**config.mk**
```make
export PLATFORM = sky130hd
export DESIGN_NAME = bus_xcvr18
export DESIGN_NICKNAME = d
export VERILOG_FILES = /design/src/rtl/xcvr_pkg.sv /design/src/rtl/xcvr_ctrl.sv /design/src/rtl/xcvr_datapath.sv /design/src/rtl/bus_xcvr18.sv
export SDC_FILE = /design/constraint.sdc
export NUM_CORES = 1
export LEC_CHECK = 0
export ABC_AREA = 1
export CAP_MARGIN = 30
export CORE_ASPECT_RATIO = 1.2
export CORE_MARGIN = 1.5
export CORE_UTILIZATION = 60
export CTS_BUF_LIST = sky130_fd_sc_hd__clkbuf_16
export CTS_CLUSTER_DIAMETER = 40
export CTS_CLUSTER_SIZE = 10
export DETAILED_ROUTE_END_ITERATION = 6
export DONT_BUFFER_PORTS = 1
export GPL_TIMING_DRIVEN = 1
export PLACE_DENSITY = 0.75
export SYNTH_ARGS = -nofsm -noshare
export SYNTH_HDL_FRONTEND = slang
export SYNTH_SLANG_ARGS = --single-unit
```
**constraint.sdc**
```tcl
create_clock -name clk -period 1.2 [get_ports clk]
set_input_delay 0.06 -clock clk [delete_from_list [all_inputs] [get_ports clk]]
set_output_delay 0.06 -clock clk [all_outputs]
set_load 0.01 [all_outputs]
```
**src/rtl/xcvr_pkg.sv**
```systemverilog
package xcvr_pkg;
  localparam int NUM_DIRS = 2;
  localparam int DIR_AB = 0;
  localparam int DIR_BA = 1;

  // Strobes from control to datapath, one bit per direction
  typedef struct packed {
    logic [NUM_DIRS-1:0] load;   // update store at this edge
    logic [NUM_DIRS-1:0] pass;   // route source straight to destination
  } xcvrStrobes_t;
endpackage

```
**src/rtl/xcvr_ctrl.sv**
```systemverilog
module xcvr_ctrl
  import xcvr_pkg::*;
(
  input  logic                clk,
  input  logic                rst,
  input  logic [NUM_DIRS-1:0] latchEn,
  input  logic [NUM_DIRS-1:0] dirClk,
  output xcvrStrobes_t        strobes
);
  logic [NUM_DIRS-1:0] clkSeen;
  logic [NUM_DIRS-1:0] fallSeen;

  for (genvar d = 0; d < NUM_DIRS; d++) begin : gDir
    always_ff @(posedge clk) begin
      if (rst) clkSeen[d] <= 1'b0;
      else     clkSeen[d] <= dirClk[d];
    end

    assign fallSeen[d]     = clkSeen[d] & ~dirClk[d];
    assign strobes.pass[d] = latchEn[d];
    assign strobes.load[d] = latchEn[d] | fallSeen[d];

    // A rising transition alone never produces a load while latched
    AST_NO_LOAD_ON_RISE: assert property (@(posedge clk) disable iff (rst)
      (!latchEn[d] && dirClk[d]) |-> !strobes.load[d]);
  end
endmodule

```
**src/rtl/xcvr_datapath.sv**
```systemverilog
module xcvr_datapath
  import xcvr_pkg::*;
#(
  parameter int WIDTH = 18
) (
  input  logic                           clk,
  input  logic                           rst,
  input  xcvrStrobes_t                   strobes,
  input  logic [NUM_DIRS-1:0][WIDTH-1:0] srcData,
  output logic [NUM_DIRS-1:0][WIDTH-1:0] dstData
);
  logic [NUM_DIRS-1:0][WIDTH-1:0] store;

  for (genvar d = 0; d < NUM_DIRS; d++) begin : gPath
    always_ff @(posedge clk) begin
      if (rst)                  store[d] <= '0;
      else if (strobes.load[d]) store[d] <= srcData[d];
    end

    assign dstData[d] = strobes.pass[d] ? srcData[d] : store[d];

    AST_CAPTURE: assert property (@(posedge clk) disable iff (rst)
      strobes.load[d] |=> (store[d] == $past(srcData[d])));
    AST_HOLD: assert property (@(posedge clk) disable iff (rst)
      !strobes.load[d] |=> $stable(store[d]));
  end
endmodule

```
**src/rtl/bus_xcvr18.sv**
```systemverilog
module bus_xcvr18
  import xcvr_pkg::*;
#(
  parameter int WIDTH = 18
) (
  input  logic             clk,
  input  logic             rst,
  input  logic [WIDTH-1:0] aIn,
  output logic [WIDTH-1:0] aOut,
  output logic             aOe,
  input  logic [WIDTH-1:0] bIn,
  output logic [WIDTH-1:0] bOut,
  output logic             bOe,
  input  logic             leAb,
  input  logic             clkAb,
  input  logic             oeAb,
  input  logic             leBa,
  input  logic             clkBa,
  input  logic             oeBa
);
  xcvrStrobes_t                   strobes;
  logic [NUM_DIRS-1:0]            latchEn;
  logic [NUM_DIRS-1:0]            dirClk;
  logic [NUM_DIRS-1:0][WIDTH-1:0] srcData;
  logic [NUM_DIRS-1:0][WIDTH-1:0] dstData;

  assign latchEn[DIR_AB] = leAb;
  assign latchEn[DIR_BA] = leBa;
  assign dirClk[DIR_AB]  = clkAb;
  assign dirClk[DIR_BA]  = clkBa;
  assign srcData[DIR_AB] = aIn;
  assign srcData[DIR_BA] = bIn;

  xcvr_ctrl u_ctrl (
    .clk     (clk),
    .rst     (rst),
    .latchEn (latchEn),
    .dirClk  (dirClk),
    .strobes (strobes)
  );

  xcvr_datapath #(.WIDTH(WIDTH)) u_datapath (
    .clk     (clk),
    .rst     (rst),
    .strobes (strobes),
    .srcData (srcData),
    .dstData (dstData)
  );

  assign bOut = dstData[DIR_AB];
  assign aOut = dstData[DIR_BA];
  assign bOe  = oeAb;
  assign aOe  = oeBa;

  AST_AB_TRANSPARENT: assert property (@(posedge clk) disable iff (rst)
    leAb |-> (bOut == aIn));
  AST_BA_TRANSPARENT: assert property (@(posedge clk) disable iff (rst)
    leBa |-> (aOut == bIn));
endmodule

```
After elaboration in Yosys (flattened, before gate mapping)

Index checks and enable logic that the tools add are counted.

Register bits after elaboration: 38
Bits of input ports: 44
Output and inout port bits: 38
Logic and storage cells: 12

Muxes and demuxes: 2
Bitwise gates (word level): 6

Operators by type and width:

| kind               | number |
|---|---|
| 18-bit two-way mux | 2 |
| 1-bit AND          | 2 |
| 1-bit NOT          | 2 |
| 1-bit OR           | 2 |

Depth between registers and ports, before layout

Gate-level depths: netlist (run 1).

Depth after elaboration: 3
Gate-level depth with buffers: 7
Depth with buffers taken out: 6

Cells and area by module

From an unflattened synthesis (run 1), not the netlist that was laid out.

Cells, all modules: 324
Area, all modules: 2,038.2 µm²

Modules (own cells, without submodules):

| module        | times used | cells an instance | area each (µm²) | seq. area each (µm²) |
|---|---|---|---|---|
| xcvr_datapath | 1          | 308               | 1,930.6         | 720.7 |
| xcvr_ctrl     | 1          | 14                | 92.6            | 40.0 |
| bus_xcvr18    | 1          | 2                 | 15.0            | 0.0 |

Worst setup path after synthesis (run 1)

OpenSTA, ideal clock, no wires.

Path type: reg2reg
Start: register u_ctrl.clkSeen[0]
End: register u_datapath.store[0] (netlist name)
Setup time: 111 ps
Arrival time: 826 ps
Slack: 262 ps
Stages on the path, launching flop included: 7
Clock period less this slack: 938 ps
Cell sequence: dfxtp_1 > nand2_4 > nand2_2 > inv_2 > buf_6 > nor2_1 > nor2_1

Cells in the longest elaborated chain, start to end: 2

RTL lines:

| element                           | line                | source |
|---|---|---|
| from (decl)                       | xcvr_ctrl.sv:10     | `logic [NUM_DIRS-1:0] clkSeen;` |
| from (signal, indexed assignment) | xcvr_ctrl.sv:16     | `else clkSeen[d] <= dirClk[d];` |
| 1-bit AND                         | xcvr_ctrl.sv:19     | `assign fallSeen[d] = clkSeen[d] & ~dirClk[d];` |
| 1-bit OR                          | xcvr_ctrl.sv:21     | `assign strobes.load[d] = latchEn[d] \| fallSeen[d];` |
| to (signal, indexed assignment)   | xcvr_datapath.sv:17 | `else if (strobes.load[d]) store[d] <= srcData[d];` |
| to (decl)                         | xcvr_datapath.sv:12 | `logic [NUM_DIRS-1:0][WIDTH-1:0] store;` |

No other way between the ends.
A chain may end at the register's enable or synchronous reset.

Worst setup path in the final report (run 1)

Start: input clkAb
End: register u_datapath.store[17] (netlist name)

Cells in the longest elaborated chain, start to end: 3

RTL lines:

| element     | line             | source |
|---|---|---|
| from (decl) | bus_xcvr18.sv:15 | `input logic clkAb,` |
| 1-bit NOT   | xcvr_ctrl.sv:19  |  |
| 1-bit AND   | xcvr_ctrl.sv:19  |  |
| 1-bit OR    | xcvr_ctrl.sv:21  |  |

No other way between the ends.

==> results.yml, run 1 <==
status:
  status: "complete, no violations"
drt:
  dr.first_iter.drc_count: 97
  firstDrtPassIters: 4
  viasPerCell: 5.09
  wl_per_cell_um: 12.3
  vias: 1987
  ant_nets: 0
  drc: 0
  drt_wl_total_um: 4780
setup_path:
  regToRegStartpoint: "u_ctrl.clkSeen[1]"
  crit_top_cell: "nor2_1"
  crit_arrival_ns: 1.24
  cp.required_ns: 1.37
  critPathKind: "input pin to flip-flop"
  critPathLaunch: "clkAb"
  slowest_stage: "dlygate4sd3_1"
  cp_cell_sequence: "dlygate4sd3_1 > inv_1 > nand2_4 > nand2_2 > inv_2 > nor2_1 > nor2_1"
  crit_path_end_kind: "flip-flop"
  path_max_fanout: 15
  critPathLaunchType: "input pin"
  max_stage_delay_ns: 0.53
synth:
  synthDistinctLibCells: 17
  ys_ff_latch: 38
  synthAdderAreaFrac: 0
  synth_top_family_by_area: "simple AND/OR/NAND/NOR gates"
  syn_avg_cell_area_um2: 6.27
  netlist.area_leader.share: 0.378
  syn_inst: 321
  synth_area_leaders: "dfxtp_1 38%, nand2_1 14%, nor2_1 12%, o21ai_0 8.9%, nand3_1 8.2%"
  yosysTopAreaCell: "dfxtp_1"
  yosysWarnings: 0
  synthMuxAreaShare: 0
  synthesis.area_um2: 2010
  syn_nets: 365
  ys_seq_area_frac: 0.378
  synth-compound-area-share: 0.0976
  synthXorXnorAreaFrac: 0
  synth-simple-area-share: 0.384
grt:
  met2_usage: 0.518
  grt_max_degree: 39
  grt_pass1_vias: 1860
  grt.met1_usage: 0.261
  top_usage_layer: "met2"
  met3_usage: 0.0680
  grt_pass1_wl_um: 7590
  grt_overflow: 0
  antenna_found_initial: 0
  track_usage: 0.260
placed_design:
  routabilityCongestion: 0.714
  portBuffers: 0
  dpl.hpwl_um: 2670
clock_tree:
  cts_tree: "built"
  insertion_delay_ns: 0.28
  numCtsBuffers: 5
  cts_sinks: 38
  h-tree-depth: 2
  cts.clk_slew.worst_paths_ns: 0.05
  cts_root_buf: "clkbuf_16"
  post_cts_buffers: 0
  max-clock-path-buffers: 2
floorplanning:
  die_w_um: 55.9
  die_area_um2: 3710
  pin_count: 82
  num_rows: 22
  initial_utilization: 0.642
  die_h_um: 66.5
  core_area_um2: 3140
power_and_ir_drop:
  powerDensity_nw_per_um2: 1270
  peakVddDrop_uv: 1200
  power_frac_comb: 0.185
  p_sw_frac: 0.264
  intPower_mw: 2.36
  clkPwrFrac: 0.382
  p_sw_mw: 0.844
  p_leak_nw: 1.20
  seqPwrFrac: 0.434
sta:
  hold_viol_final: 0
  skew_ns: 0.00206
  fin_crit_sh: 0.886
  fin_setup_tns_ns: 0
  slew_viol_final: 0
  fin_hold_ws_ns: 0.0853
  setup_viol: 0
  clock.fmax_mhz: 940
  rsz0062_at_grt: "no"
  finalCriticalPeriod_ns: 1.06
  worst_pin_slew_ns: 0.482
  slew-limit-headroom: 0.677
min_path:
  min_path_type: "input pin to flip-flop"
  hp-start: "leAb"
finish:
  area_delta_synth_final_pct: 25.5
  finalNetCount: 397
  layout-drive-gt1-share: 0.0791
  antenna_cells: 0
  final_common_cell: "nand2_1"
  final_cell_mix: "75 x nand2_1, 64 x nor2_1, 39 x inv_1, 39 x dlygate4sd3_1, 38 x dfxtp_1"
job:
  max_cap_violations: 0
-- worst paths after layout --
path | end | depth (start not counted) | slack (ns)
min reg2reg | u_datapath.store[14] | 2 | 0.48
min | u_datapath.store[13] | 4 | 0.09
max reg2reg | u_datapath.store[26] | 4 | 0.16
max | u_datapath.store[17] | 7 | 0.14
-- cell usage after synthesis (all sizes together) --
| cell type | count |
|---|---|
| inv | 41 |
| nand3 | 33 |
| dfxtp | 38 |
| o21ai | 36 |
| a21oi | 1 |
| clkinv | 1 |
| nand2 | 78 |
| nor2 | 74 |
| clkbuf | 4 |
| buf | 15 |
-- repair_timing --
action / 4_1_cts / 5_1_grt
endpoints found under the hold margin: 38 / 0
resized for setup: 0 / 0
hold buffers: 39 / 0
-- critical path: cells and delay by family --
family | cells | cell delay [ns]
buffers and inverters | 3 | 0.79
AND/OR/NAND/NOR | 4 | 0.38
-- registers in the layout, summed over array words and instances, names as in the netlist --
name              flops
u_ctrl.clkSeen        2
u_datapath.store     36
-- power by group through the flow --
stage                     clock network [mW]  logic [mW]  registers (mW)
final                                   1.22       0.591            1.39
after global routing                    1.29       0.661            1.40
after CTS                               1.24       0.581            1.39
after detailed placement                   0       0.475            1.41
after global placement                     0       0.468            1.41
after floorplan                            0       0.444            1.41
-- area by class of cell --
cell class | instances | area, µm²
fillers | 230 | 612
well taps | 36 | 45.0
inverters | 42 | 160
clock inverters | 3 | 12.5
multi-input cells | 222 | 970
flip-flops and latches | 38 | 761
repair buffers | 44 | 453
clock buffers | 5 | 125
-- stage by stage --
stage	utilization	cell area [µm²]	instances	worst slack (ns)	power (mW)
after floorplan	-	2010	321	0.262	1.85
after global placement	0.637	2000	343	0.217	1.88
after detailed placement	0.637	2000	343	0.203	1.89
after CTS	0.805	2530	390	0.153	3.21
after global routing	0.805	2530	390	0.0402	3.34
final	0.805	2530	390	0.136	3.20
-- cell families after synthesis --
family                 Yosys count
AOI/OAI and AO/OA               37
buffers and inverters           61
DFF                             38
and+or+nand+nor                185
-- layer usage --
layer | vias to the layer above | routed length, µm | share of wire
met2 | 66 | 2530 | 0.53
met4 | 0 | 76 | 0.016
met5 | - | 0 | 0
met1 | 875 | 1930 | 0.40
met3 | 9 | 247 | 0.052
li1 | 1037 | - | -
(Power assumes the default switching activity.)
==> inputs of run 2 (changes only) <==
Settings changed: SETUP_SLACK_MARGIN from default to 0.3.
==> results.yml, run 2 (synthesized netlist as in run 1, its figures left out) <==
status:
  status: "finished with violations"
  violations: "hold timing"
finish:
  finalNetCount: 395
  fill_cells: 160
  antenna_cells: 0
  final_area_um2: 2760
  final_cell_mix: "75 x nand2_1, 58 x nor2_1, 37 x dlygate4sd3_1"
  top_register: "u_datapath.store"
  area_delta_synth_final_pct: 37.1
  final_common_cell: "nand2_1"
  layout-drive-gt1-share: 0.259
  largest_register_ffs: 36
  reg.largest.list: "u_datapath.store (36), u_ctrl.clkSeen (2)"
grt:
  grt_pass1_wl_um: 7970
  grt_pass1_vias: 1820
  grt_max_degree: 39
  track_usage: 0.271
  grt_overflow: 0
  antenna_found_initial: 0
clock_tree:
  cts_tree: "built"
  h-tree-depth: 2
  cts_sinks: 38
  numCtsBuffers: 5
  max-clock-path-buffers: 2
  post_cts_buffers: 0
  cts_root_buf: "clkbuf_16"
  cts.clk_slew.worst_paths_ns: 0.06
  insertion_delay_ns: 0.28
setup_path:
  critPathKind: "flip-flop to flip-flop"
  cp.required_ns: 1.39
  crit_path_end_kind: "flip-flop"
  critPathLaunchType: "flip-flop"
  crit_arrival_ns: 1.17
  path_max_fanout: 15
drt:
  drt_wl_total_um: 5590
  wl_per_cell_um: 14.4
  dr.first_iter.drc_count: 141
  ant_nets: 0
  drc: 0
  vias: 2126
  firstDrtPassIters: 5
  viasPerCell: 5.48
sta:
  slew_viol_final: 0
  setup_ws_ns: 0.225
  slew-limit-headroom: 0.742
  worst_pin_slew_ns: 0.383
  fin_hold_ws_ns: -0.00394
  rsz0062_at_grt: "yes"
  setup_viol: 0
  fin_setup_tns_ns: 0
  hold_viol_final: 2
  clock.fmax_mhz: 1030
  fin_crit_sh: 0.813
  finalCriticalPeriod_ns: 0.975
  skew_ns: 0.00461
power_and_ir_drop:
  p_leak_nw: 1.25
  peakVddDrop_uv: 1100
  powerDensity_nw_per_um2: 1210
  power.total_mw: 3.34
floorplanning:
  die_h_um: 66.5
  die_w_um: 55.9
  pin_count: 82
  initial_utilization: 0.642
  die_area_um2: 3710
  num_rows: 22
  core_area_um2: 3140
placed_design:
  dpl.hpwl_um: 2660
  place_area_um2: 1990
  portBuffers: 0
  place_ws_ns: 0.206
  routabilityCongestion: 0.724
min_path:
  min_path_type: "input pin to flip-flop"
job:
  max_cap_violations: 0
## run 2: report_power, final
part | total, mW | switching [mW] | internal [mW]
clock network | 1.22 | 0.471 | 0.747
registers | 1.40 | 0.0361 | 1.37
logic | 0.719 | 0.421 | 0.298
## run 2: final cells by class
type / instances / area [µm²] / area share
multi-input combinational: 222 / 1210 / 0.438
sequential: 38 / 777 / 0.282
timing repair buffer: 42 / 428 / 0.155
inverter: 42 / 165 / 0.0598
clock buffer: 5 / 125 / 0.0453
tap: 36 / 45.0 / 0.0163
clock inverter: 3 / 11.3 / 0.00408
## run 2: final timing paths
path	cells after the start	slack [ns]	from	to
max	5	0.22	u_ctrl.clkSeen[0]	u_datapath.store[5]
min	2	-0.004	clkBa	u_ctrl.clkSeen[1]
max reg2reg	5	0.22	u_ctrl.clkSeen[0]	u_datapath.store[5]
min reg2reg	2	0.48	u_datapath.store[15]	u_datapath.store[15]
## run 2: critical path: stages, from the launching register on
cell and delay (ns):
dfxtp_2 0.34, nand2_4 0.07, buf_8 0.15, nand3_1 0.07, nand2_1 0.08, nor2_1 0.18
## run 2: metal layers
metal / routed length, µm / track usage
met4: 112 / 0.0863
met2: 3070 / 0.516
met3: 377 / 0.0563
met5: 0 / 0
met1: 2030 / 0.300
## run 2: stage by stage
stage,hold slack (ns),cells,utilization
finish,-0.00394,388,0.880
global route,0.0180,388,0.880
CTS,0.00146,388,0.833
detailed placement,0.120,343,0.635
global placement,0.120,343,0.635
floorplan,0.125,321,-
## run 2: timing repair
item | CTS | global route
endpoints found under the hold margin | 37 | 0
endpoints found under the setup margin | 66 | 44
pin swaps | 0 | 13
hold buffers | 37 | 0
resized for setup | 64 | 49
==> inputs of run 3 (changes only) <==
Settings changed: ABC_AREA 1 to 0.
Clock period 1.2 ns to 1 ns, I/O delays scaled along.
==> results.yml, run 3 <==
synth:
  synth_ff_type: "dfxtp_1"
  synth.most_common_cell: "nand2b_1"
  synthesis.area_um2: 2170
  syn_avg_cell_area_um2: 10.5
  yosysWarnings: 0
  ys_ff_latch: 38
  synthTopCellsByCount: "72 x nand2b_1, 38 x dfxtp_1, 36 x mux2_2, 36 x mux2i_1, 7 x clkbuf_1"
  netlist.area_leader.share: 0.350
  syn_inst: 206
  synth_edf_count: 0
  yosysTopAreaCell: "dfxtp_1"
  synthArstFlopShare: 0
  syn_nets: 250
  synth_area_leaders: "dfxtp_1 35%, nand2b_1 21%, mux2_2 19%, mux2i_1 17%, buf_6 2.1%"
  synthDistinctLibCells: 12
  ys_seq_area_frac: 0.350
drt:
  viasPerCell: 5.51
  drc: 4
  routed-wl-met3_um: 281
  top_layer_used: "met4"
  wl_met2_um: 2320
  wl_per_cell_um: 16.2
  drt_wl_total_um: 4450
  drt-met1-wl_um: 1790
  vias: 1510
  ant_nets: 0
  firstDrtPassIters: 7
  dr.first_iter.drc_count: 53
sta:
  hold_viol_final: 33
  clock.fmax_mhz: 1060
  fin_setup_tns_ns: 0
  fin_crit_sh: 0.947
  fin_hold_ws_ns: -0.0429
  slew_viol_final: 0
  slew-limit-headroom: 0.901
  skew_ns: 0.00414
  setup_viol: 0
  rsz0062_at_grt: "yes"
  worst_pin_slew_ns: 0.145
  finalCriticalPeriod_ns: 0.947
min_path:
  hp-start: "rst"
  min_to: "u_datapath.store[27]"
  min_path_type: "input pin to flip-flop"
  worst_hold_path.num_cells: 2
clock_tree:
  cts_tree: "built"
  hold_buffers: 38
  insertion_delay_ns: 0.27
  numCtsBuffers: 5
  cts_root_buf: "clkbuf_16"
  max-clock-path-buffers: 2
  cts.clk_slew.worst_paths_ns: 0.05
  h-tree-depth: 2
  cts_sinks: 38
finish:
  area_delta_synth_final_pct: 28.9
  final_common_cell: "nand2b_1"
  final_cell_mix: "72 x nand2b_1, 38 x dlygate4sd3_1, 36 x mux2i_1"
  largest_register_ffs: 36
  multi_input_area_um2: 1390
  top_register: "u_datapath.store"
  reg.largest.list: "u_datapath.store (36), u_ctrl.clkSeen (2)"
  post-route-util: 0.824
  layout-drive-gt1-share: 0.304
  fill_cells: 181
  finalNetCount: 280
  antenna_cells: 0
  ff_latch_area_um2: 792
setup_path:
  path_max_fanout: 18
  cp_cell_sequence: "a21oi_4 > buf_12 > mux2i_1"
  crit_arrival_ns: 1.14
  critPathKind: "flip-flop to flip-flop"
  crit_buf_inv: 1
  crit_path_end_kind: "flip-flop"
  cp.required_ns: 1.20
  cp_top_family: "flip-flops"
  regToRegStartpoint: "u_ctrl.clkSeen[1]"
  r2r_end: "u_datapath.store[33]"
  critPathLaunchType: "flip-flop"
  r2r_slack_ns: 0.05
  rr_worst_depth: 3
  slowest_stage: "dfxtp_2"
  max_stage_delay_ns: 0.32
floorplanning:
  pin_count: 82
  die_w_um: 57.9
  core_area_um2: 3400
  die_h_um: 68.9
  num_rows: 23
  die_area_um2: 3990
  initial_utilization: 0.639
grt:
  grt_max_degree: 75
  grt_overflow: 0
  grt_pass1_vias: 1708
  antenna_found_initial: 0
  grt_pass1_wl_um: 7130
  track_usage: 0.235
power_and_ir_drop:
  powerDensity_nw_per_um2: 1370
  p_leak_nw: 1.22
  peakVddDrop_uv: 959
status:
  status: "finished with violations"
  violations: "DRC, hold timing"
placed_design:
  dpl.hpwl_um: 2560
  portBuffers: 0
  routabilityCongestion: 0.692
job:
  max_cap_violations: 0
-- run 3: through the flow --
step	hold WS (ns)	setup WS [ns]	cell area (µm²)	cells	power, mW
3_3_place_gp	0.100	0.117	2190	227	2.23
4_1_cts	-0.0496	0.0538	2780	274	3.86
5_1_grt	-0.0474	0.0151	2800	274	4.00
3_5_place_dp	0.100	0.0680	2190	227	2.26
2_1_floorplan	0.192	0.0614	2260	206	2.28
6_report	-0.0429	0.0535	2800	274	3.84
-- run 3: report_power, final --
part	switching, mW	internal, mW
Clock	0.541	0.899
Combinational	0.254	0.454
Sequential	0.0597	1.63
-- run 3: worst register-to-register path: stages (launching register included) --
cell     delay [ns]
dfxtp_2        0.32
a21oi_4        0.13
buf_12         0.19
mux2i_1        0.23
-- run 3: cell type report --
class / instances / area share
clock buffers: 5 / 0.0447
inverters: 2 / 0.00268
flip-flops and latches: 38 / 0.283
clock inverters: 3 / 0.00447
well taps: 37 / 0.0165
repair buffers: 41 / 0.153
multi-input cells: 148 / 0.496
-- run 3: cells by family after synthesis --
family                 share of synthesized area
AOI/OAI and AO/OA                         0.0150
buffers and inverters                     0.0709
DFF                                        0.350
muxes                                      0.353
and+or+nand+nor                            0.211
-- run 3: timing repair --
item                                    CTS  global route
gates resized for setup                  23            15
endpoints found under the setup margin   72            72
buffers inserted                          1             0
endpoints found under the hold margin    38            32
-- run 3: worst max-delay path by stage --
stage                                 start                    to  slack (ns)  cells after the start
final                     u_ctrl.clkSeen[1]  u_datapath.store[33]        0.05                      3
after global routing      u_ctrl.clkSeen[0]   u_datapath.store[7]        0.02                      3
after CTS                 u_ctrl.clkSeen[1]  u_datapath.store[24]        0.05                      3
after detailed placement  u_ctrl.clkSeen[1]  u_datapath.store[24]        0.07                      3
after global placement    u_ctrl.clkSeen[1]  u_datapath.store[27]        0.12                      3
after floorplan           u_ctrl.clkSeen[0]   u_datapath.store[0]        0.06                      4
-- run 3: layer usage --
metal | track usage | vias up
li1 | - | 739
met1 | 0.247 | 709
met2 | 0.435 | 53
met3 | 0.0765 | 9
met4 | 0.0901 | 0
met5 | 0 | -
